[config.mk]
export PLATFORM = sky130hd
export DESIGN_NAME = cs_wait_gen
export DESIGN_NICKNAME = d
export VERILOG_FILES = /design/src/rtl/cswg_pkg.sv /design/src/rtl/cswg_cfg.sv /design/src/rtl/cswg_decode.sv /design/src/rtl/cswg_timer.sv /design/src/rtl/cs_wait_gen.sv
export SDC_FILE = /design/constraint.sdc
export NUM_CORES = 1
export LEC_CHECK = 0
export ABC_CLOCK_PERIOD_IN_PS = 4500
export BUFFER_PORTS_ARGS = -buffer_cell sky130_fd_sc_hd__buf_2
export CORE_MARGIN = 3
export CORE_UTILIZATION = 35
export CTS_CLUSTER_DIAMETER = 40
export DETAILED_ROUTE_END_ITERATION = 8
export PLACE_DENSITY = 0.59
export SLEW_MARGIN = 20
export SYNTH_ARGS = -nofsm -noshare
export SYNTH_HDL_FRONTEND = slang
export SYNTH_SLANG_ARGS = --single-unit
[constraint.sdc]
create_clock -name clk -period 4.5 [get_ports clk]
set_clock_uncertainty 0.15 [all_clocks]
set_input_delay 0.225 -clock clk [delete_from_list [all_inputs] [get_ports clk]]
set_output_delay 0.225 -clock clk [all_outputs]
set_load 0.05 [all_outputs]
[src/rtl/cswg_pkg.sv]
package cswg_pkg;

    localparam int CNT_W   = 2;
    localparam int FIELD_W = 2;

    typedef enum logic {
        ST_IDLE = 1'b0,
        ST_RUN  = 1'b1
    } tstate_e;

    // encoded field -> number of wait clocks (00:1, 01:2, 10:3)
    function automatic logic [CNT_W-1:0] wait_count(input logic [FIELD_W-1:0] f);
        return CNT_W'(f) + CNT_W'(1);
    endfunction

endpackage

[src/rtl/cswg_cfg.sv]
module cswg_cfg #(
    parameter int N_CS = 4
) (
    input  logic              clk,
    input  logic              rst_n,
    input  logic              cfg_we,
    input  logic              cfg_sel,
    input  logic [2*N_CS-1:0] cfg_wdata,
    output logic [N_CS-1:0]   nowait,
    output logic [2*N_CS-1:0] wexp,
    output logic              ireg_slow,
    output logic              cfg_err
);
    import cswg_pkg::*;

    typedef struct packed {
        logic [N_CS-1:0]   nowait;
        logic [2*N_CS-1:0] wexp;
        logic              slow;
        logic              err;
    } cfg_t;

    cfg_t cfg_d, cfg_q;

    always_comb begin
        logic [FIELD_W-1:0] cur_f;
        logic [FIELD_W-1:0] new_f;
        cfg_d = cfg_q;
        cur_f = '0;
        new_f = '0;
        if (cfg_we) begin
            if (!cfg_sel) begin
                for (int i = 0; i < N_CS; i++) begin
                    cur_f = cfg_q.wexp[FIELD_W*i +: FIELD_W];
                    if (cfg_wdata[i] && !cfg_q.nowait[i] && (cur_f != '0)) begin
                        cfg_d.err = 1'b1;
                    end else begin
                        cfg_d.nowait[i] = cfg_wdata[i];
                    end
                end
                cfg_d.slow = cfg_wdata[N_CS];
            end else begin
                for (int i = 0; i < N_CS; i++) begin
                    cur_f = cfg_q.wexp[FIELD_W*i +: FIELD_W];
                    new_f = cfg_wdata[FIELD_W*i +: FIELD_W];
                    if (new_f != cur_f) begin
                        if ((new_f == 2'b11) || cfg_q.nowait[i]) begin
                            cfg_d.err = 1'b1;
                        end else begin
                            cfg_d.wexp[FIELD_W*i +: FIELD_W] = new_f;
                        end
                    end
                end
            end
        end
    end

    always_ff @(posedge clk) begin
        if (!rst_n) begin
            cfg_q <= '0;
        end else begin
            cfg_q <= cfg_d;
        end
    end

    assign nowait    = cfg_q.nowait;
    assign wexp      = cfg_q.wexp;
    assign ireg_slow = cfg_q.slow;
    assign cfg_err   = cfg_q.err;

endmodule

[src/rtl/cswg_decode.sv]
module cswg_decode #(
    parameter int              N_CS       = 4,
    parameter int              ADDR_W     = 16,
    parameter logic [ADDR_W-1:0] IREG_LIMIT = 16'h0400
) (
    input  logic [ADDR_W-1:0]         addr,
    input  logic [N_CS-1:0]           nowait,
    input  logic [2*N_CS-1:0]         wexp,
    input  logic                      ireg_slow,
    output logic [N_CS-1:0]           cs_hot,
    output logic                      is_ireg,
    output logic [cswg_pkg::CNT_W-1:0] load_cnt,
    output logic                      use_rdy
);
    import cswg_pkg::*;

    localparam int IDX_W = $clog2(N_CS);

    logic [IDX_W-1:0]   idx;
    logic [FIELD_W-1:0] field;
    logic               nw_sel;

    assign is_ireg = (addr < IREG_LIMIT);
    assign idx     = addr[ADDR_W-1 -: IDX_W];

    for (genvar g = 0; g < N_CS; g++) begin : g_hot
        assign cs_hot[g] = !is_ireg && (idx == IDX_W'(g));
    end

    always_comb begin
        field  = '0;
        nw_sel = 1'b0;
        for (int i = 0; i < N_CS; i++) begin
            if (idx == IDX_W'(i)) begin
                field  = wexp[FIELD_W*i +: FIELD_W];
                nw_sel = nowait[i];
            end
        end
    end

    // load_cnt = strobe length in clocks minus one
    always_comb begin
        if (is_ireg) begin
            load_cnt = ireg_slow ? CNT_W'(2) : CNT_W'(1);
            use_rdy  = 1'b0;
        end else if (nw_sel) begin
            load_cnt = '0;
            use_rdy  = 1'b0;
        end else begin
            load_cnt = wait_count(field);
            use_rdy  = 1'b1;
        end
    end

endmodule

[src/rtl/cswg_timer.sv]
module cswg_timer #(
    parameter int N_CS = 4
) (
    input  logic                       clk,
    input  logic                       rst_n,
    input  logic                       req,
    input  logic                       wr,
    input  logic                       rdy,
    input  logic [N_CS-1:0]            cs_hot,
    input  logic                       is_ireg,
    input  logic [cswg_pkg::CNT_W-1:0] load_cnt,
    input  logic                       use_rdy,
    output logic                       strb,
    output logic [N_CS-1:0]            cs_sel,
    output logic                       ireg_sel,
    output logic                       wr_o
);
    import cswg_pkg::*;

    typedef struct packed {
        tstate_e          st;
        logic [CNT_W-1:0] cnt;
        logic [N_CS-1:0]  cs;
        logic             ireg;
        logic             wr;
        logic             use_rdy;
    } tmr_t;

    tmr_t tmr_d, tmr_q;

    always_comb begin
        tmr_d = tmr_q;
        case (tmr_q.st)
            ST_IDLE: begin
                if (req) begin
                    tmr_d.st      = ST_RUN;
                    tmr_d.cnt     = load_cnt;
                    tmr_d.cs      = cs_hot;
                    tmr_d.ireg    = is_ireg;
                    tmr_d.wr      = wr;
                    tmr_d.use_rdy = use_rdy;
                end
            end
            default: begin
                if (tmr_q.cnt != '0) begin
                    tmr_d.cnt = tmr_q.cnt - CNT_W'(1);
                end else if (tmr_q.use_rdy && !rdy) begin
                    tmr_d.cnt = '0;
                end else begin
                    tmr_d.st      = ST_IDLE;
                    tmr_d.cs      = '0;
                    tmr_d.ireg    = 1'b0;
                    tmr_d.wr      = 1'b0;
                    tmr_d.use_rdy = 1'b0;
                end
            end
        endcase
    end

    always_ff @(posedge clk) begin
        if (!rst_n) begin
            tmr_q <= '{st: ST_IDLE, default: '0};
        end else begin
            tmr_q <= tmr_d;
        end
    end

    assign strb     = (tmr_q.st == ST_RUN);
    assign cs_sel   = tmr_q.cs;
    assign ireg_sel = tmr_q.ireg;
    assign wr_o     = tmr_q.wr;

endmodule

[src/rtl/cs_wait_gen.sv]
module cs_wait_gen #(
    parameter int                N_CS       = 4,
    parameter int                ADDR_W     = 16,
    parameter logic [ADDR_W-1:0] IREG_LIMIT = 16'h0400
) (
    input  logic              clk,
    input  logic              rst_n,
    input  logic              req,
    input  logic [ADDR_W-1:0] addr,
    input  logic              wr,
    input  logic              rdy,
    input  logic              cfg_we,
    input  logic              cfg_sel,
    input  logic [2*N_CS-1:0] cfg_wdata,
    output logic              strb,
    output logic [N_CS-1:0]   cs_sel,
    output logic              ireg_sel,
    output logic              wr_o,
    output logic              cfg_err
);
    import cswg_pkg::*;

    logic [N_CS-1:0]   nowait;
    logic [2*N_CS-1:0] wexp;
    logic              ireg_slow;
    logic [N_CS-1:0]   cs_hot;
    logic              is_ireg;
    logic [CNT_W-1:0]  load_cnt;
    logic              use_rdy;

    cswg_cfg #(.N_CS(N_CS)) u_cfg (
        .clk       (clk),
        .rst_n     (rst_n),
        .cfg_we    (cfg_we),
        .cfg_sel   (cfg_sel),
        .cfg_wdata (cfg_wdata),
        .nowait    (nowait),
        .wexp      (wexp),
        .ireg_slow (ireg_slow),
        .cfg_err   (cfg_err)
    );

    cswg_decode #(.N_CS(N_CS), .ADDR_W(ADDR_W), .IREG_LIMIT(IREG_LIMIT)) u_dec (
        .addr      (addr),
        .nowait    (nowait),
        .wexp      (wexp),
        .ireg_slow (ireg_slow),
        .cs_hot    (cs_hot),
        .is_ireg   (is_ireg),
        .load_cnt  (load_cnt),
        .use_rdy   (use_rdy)
    );

    cswg_timer #(.N_CS(N_CS)) u_tmr (
        .clk      (clk),
        .rst_n    (rst_n),
        .req      (req),
        .wr       (wr),
        .rdy      (rdy),
        .cs_hot   (cs_hot),
        .is_ireg  (is_ireg),
        .load_cnt (load_cnt),
        .use_rdy  (use_rdy),
        .strb     (strb),
        .cs_sel   (cs_sel),
        .ireg_sel (ireg_sel),
        .wr_o     (wr_o)
    );

endmodule

==> results.md <==
- Counting the buffers created by CTS gives 3.
- For flop-to-flop paths, the worst setup slack is around 2.9 ns.
- The clock transition time at the flip-flop clock pins of the worst setup and hold paths is 0.09 ns.
- The signal on the critical path passes through nand2_1 > a22o_1 > a222oi_1 > and4_1 > o21ai_1.
- Setup violations remaining at the end of the flow were counted as 0.
- At the end of routability-driven placement, the weighted congestion stood at 0.779.
- Of the cells placed in the final design, the portion with a size suffix greater than 1 is 0.217.
- The total number of H-tree levels is 1.
- The total nets after synthesis is 188.
- By count the netlist is led by dfxtp_1, nor2_1, nor3_1, nor2b_1.
- The synthesized design contains 24 register bits.
- The number of DRC violations after detailed-routing iteration 0 is 53.
- The maximum clock insertion buffer count is 2.
- The repair_antennas step left the layout with diodes totalling 0.
- The aggregate global-route resource usage is 0.151.
- The largest individual stage delay along the critical path comes from the cell dfxtp_1.
- The peak ir drop on the vdd network is 0.126 mV.
- The clock net in this run drives a total of 24 sinks.
- The biggest area contributor in the post-synthesis netlist is dfxtp_1.
- CTS placed an instance of clkbuf_8 at the clock tree root.
- The maximum achievable frequency is between 0.6 and 0.7 GHz.
- The number of nets with antenna violations after routing is 0.
- The sequential fraction of the synthesis area is 0.363.
- The number of cells in the design after placement is about 220.
- Dividing the final minimum period by the clock period gives 0.365.
- The layout net count is 212.
- The first global-routing pass estimated 5.17 mm of wire.
- Of the post-synthesis cell area, the dominant cell type holds 0.363.
- Synthesis handed over a netlist of 157 instances.
- The remaining design rule violation count is 0.
- At the pin with the least slew margin, the transition time is 0.456 ns.
- The TritonCTS clock tree is yes.
- The critical path ends at u_cfg.cfg_err$_SDFFE_PN0P_.
- The cell count of the worst reg-to-reg path is 5.
- The type of the most critical hold path is input port to flop.
- The iteration count of the initial detailed-routing pass is 6.
- Of the total power, the clock network draws 0.366.
- The insertion delay of the later-clocked pin in the worst-skew pair is between 0.2 and 0.3 ns.
- The global route total overflow is 0.
- In the routed layout, each cell is associated on average with a via count of 5.38.
- The final max-slew violation count is 0.
- Measured along the y axis, the die boundary spans 67.5 µm.
- The flow ran to the end, and the final reports show no timing, DRC or antenna violations.
- The end of the worst register-to-register path is u_cfg.cfg_err$_SDFFE_PN0P_.
- The final hold violation count was 0.
- For this design the total switching power over the nets is around 0.00014 W.
- Yosys instantiated no cell more often than dfxtp_1.
- The final non-filler cell total is 226.
- Dividing the synthesized area by the synthesized cell count gives about 8.4 µm².
- The headroom to the max-slew limit is 0.695.
- The die is 67.5 µm wide.
- The count of buffering cells on the critical path with inverters included is 0.
- Among all flip-flop cells after synthesis, the most frequent one is dfxtp_1.
- The total number of cells along the worst setup path is 5.
- The floorplan step defined a die boundary enclosing 0.00455 mm².
- The via count of the first global-routing pass is 1111.
- In this run the post-CTS setup repair buffer count came out at 0.
- Summing every instance area after synthesis gives 0.00132 mm².
- Setup slack on the critical path of the routed design comes to 2.86 ns.
- The number of antenna violations at the first check in global routing is 0.
- The stage delay of the slowest cell on the critical path is 0.44 ns.
- The worst setup path startpoint is u_cfg.wexp[5]$_SDFFE_PN0P_.
- The share of total power dissipated in combinational logic is 0.181.
- The initialized floorplan defines 21 standard-cell rows.
- The largest net degree at the start of global routing is 26.
- Setup repair after global routing left no endpoint under its margin.
- For the worst setup path, the data required time is 4.51 ns.
- In this run the power density over the cells is 344 mW/mm².
- For the worst setup path, the data arrival time is 1.65 ns.
- Of the total power, the share spent switching nets is 0.273.
- During synthesis, Yosys emitted a total of 0 warnings.
- For this configuration, the core starts out at a cell density of 0.378.
- The detailed-route wire length per cell is 13.7 µm.
- Internal power comes to 0.000383 W.
- The vias after detailed routing is 1217.
- The total cell area at the placement stage is 0.00146 mm².
- Sorting the synthesized cells by area gives the leading types as dfxtp_1, nor2_1, mux4_2, nor2b_1, nor3b_1.
- Summed over all layers, the routed wires come to 3.09 mm.
- The number of distinct standard cells referenced by the synthesized netlist is approximately 40.
- The post-route standard cell area excluding fillers is 0.00153 mm².
- The post-route minimum period is 1.64 ns.
- The startpoint class of the critical path is a flop.
- The static leakage is between 0.6 and 0.7 nW.
- The sort of element at the end of the critical path is a flop.
- Relative to the synthesized area, the layout overhead comes to 16.0%.
- The proportion of power drawn by flip-flops and latches is 0.453.
- The critical-path maximum fanout is 6.
- The number of hold buffers added after CTS was 0.
- The family with the most delay on the worst path is compound AO/OA/AOI/OAI gates.
- 39 I/O pins were placed.
- The detailed placer's ending HPWL is 2.35 mm.
- Counting flops with an async set or reset pin after synthesis yields a share of 0.
- Summed over all failing endpoints, the final setup total negative slack is 0 ns.
- The critical path is of the flop to flop type.
- The critical register-to-register path startpoint is u_cfg.wexp[5]$_SDFFE_PN0P_.
- The design draws 0.000527 W.
- In this run, synthesis inferred 0 flip-flops with an integrated enable.
- OpenSTA, run right after detailed placement, puts the worst setup slack at 2.87 ns.
- In this run the tool buffered the top-level ports with 28 buffer cells.
- Gates resized during post-CTS repair numbered 0.
- The number of violations of the max-capacitance limit is 0.
- The floorplan step defined a core boundary enclosing 0.00349 mm².
## registers in the layout, indices dropped and copies added, names as in the netlist
signal and flops:
u_tmr.wr_o 1, u_tmr.tmr_q 3, u_cfg.cfg_err 1, u_cfg.nowait 4, u_tmr.ireg_sel 1, u_cfg.wexp 8, u_tmr.strb 1, u_cfg.ireg_slow 1
u_tmr.cs_sel 4
## how the worst min path moves through the flow
stage	startpoint	to	slack, ns	depth (start not counted)
finish	wr	u_tmr.wr_o$_SDFFE_PN0P_	0.08	3
global placement	u_cfg.cfg_err$_SDFFE_PN0P_	u_cfg.cfg_err$_SDFFE_PN0P_	0.29	2
global route	wr	u_tmr.wr_o$_SDFFE_PN0P_	0.11	3
CTS	wr	u_tmr.wr_o$_SDFFE_PN0P_	0.09	3
floorplan	cfg_wdata[0]	u_cfg.nowait[0]$_SDFFE_PN0P_	0.23	2
detailed placement	u_cfg.cfg_err$_SDFFE_PN0P_	u_cfg.cfg_err$_SDFFE_PN0P_	0.29	2
## tightest hold or removal path: cells and delay by family
kind | cells | cell delay [ns]
buffers and inverters | 1 | 0.07
AND/OR/NAND/NOR | 1 | 0.10
AO/OA/AOI/OAI | 1 | 0.06
## cells in the final DEF, fill, tap and decap left out, types with 2 or more instances in the layout
cell / netlist / routed
a32oi_1: 2 / 2
nor2b_1: 10 / 10
nor2_1: 21 / 21
a21oi_1: 3 / 3
buf_2: 0 / 28
clkbuf_8: 0 / 3
o21ai_0: 7 / 7
inv_1: 9 / 9
xnor2_1: 4 / 4
a22oi_1: 6 / 6
o22ai_1: 3 / 3
o211ai_1: 2 / 2
nand2b_1: 2 / 2
mux4_2: 3 / 3
nand2_1: 9 / 9
o21ai_1: 2 / 2
mux2i_1: 2 / 2
dfxtp_1: 24 / 24
or3_1: 2 / 2
nor3b_1: 8 / 8
nor3_1: 11 / 11
## logic make-up after synthesis
group / share of synthesized area
AOI/OAI and AO/OA: 0.169
muxes: 0.0662
xor gates and xnor gates: 0.0331
DFF: 0.363
and+or+nand+nor: 0.299
buffers and inverters: 0.0691
## stage by stage
stage | hold slack, ns | util
after floorplan | 0.234 | -
after global placement | 0.291 | 0.419
after detailed placement | 0.293 | 0.419
after CTS | 0.0859 | 0.439
after global routing | 0.106 | 0.439
final | 0.0800 | 0.439
## area by class of cell
cell class	count	area (µm²)
Clock inverter	1	30.0
Sequential cell	24	480
Inverter	9	33.8
Clock buffer	3	41.3
Timing Repair Buffer	28	140
Fill cell	357	1960
Multi-Input combinational cell	115	751
Tap cell	46	57.6
## routing by layer
metal / up-vias / track usage / part of all wire
met1: 581 / 0.191 / 0.45
met4: 0 / 0.0608 / 0.015
met5: - / 0 / 0
li1: 604 / - / -
met2: 27 / 0.249 / 0.50
met3: 5 / 0.0300 / 0.042
## power groups by stage
stage               combinational (W)  clock, W  sequential, W
floorplan                   0.0000631         0       0.000249
global placement            0.0000931         0       0.000243
detailed placement          0.0000952         0       0.000244
CTS                         0.0000958  0.000197       0.000239
global route                 0.000106  0.000210       0.000241
finish                      0.0000955  0.000193       0.000239
Note: power is estimated with default switching activity, not from simulation.
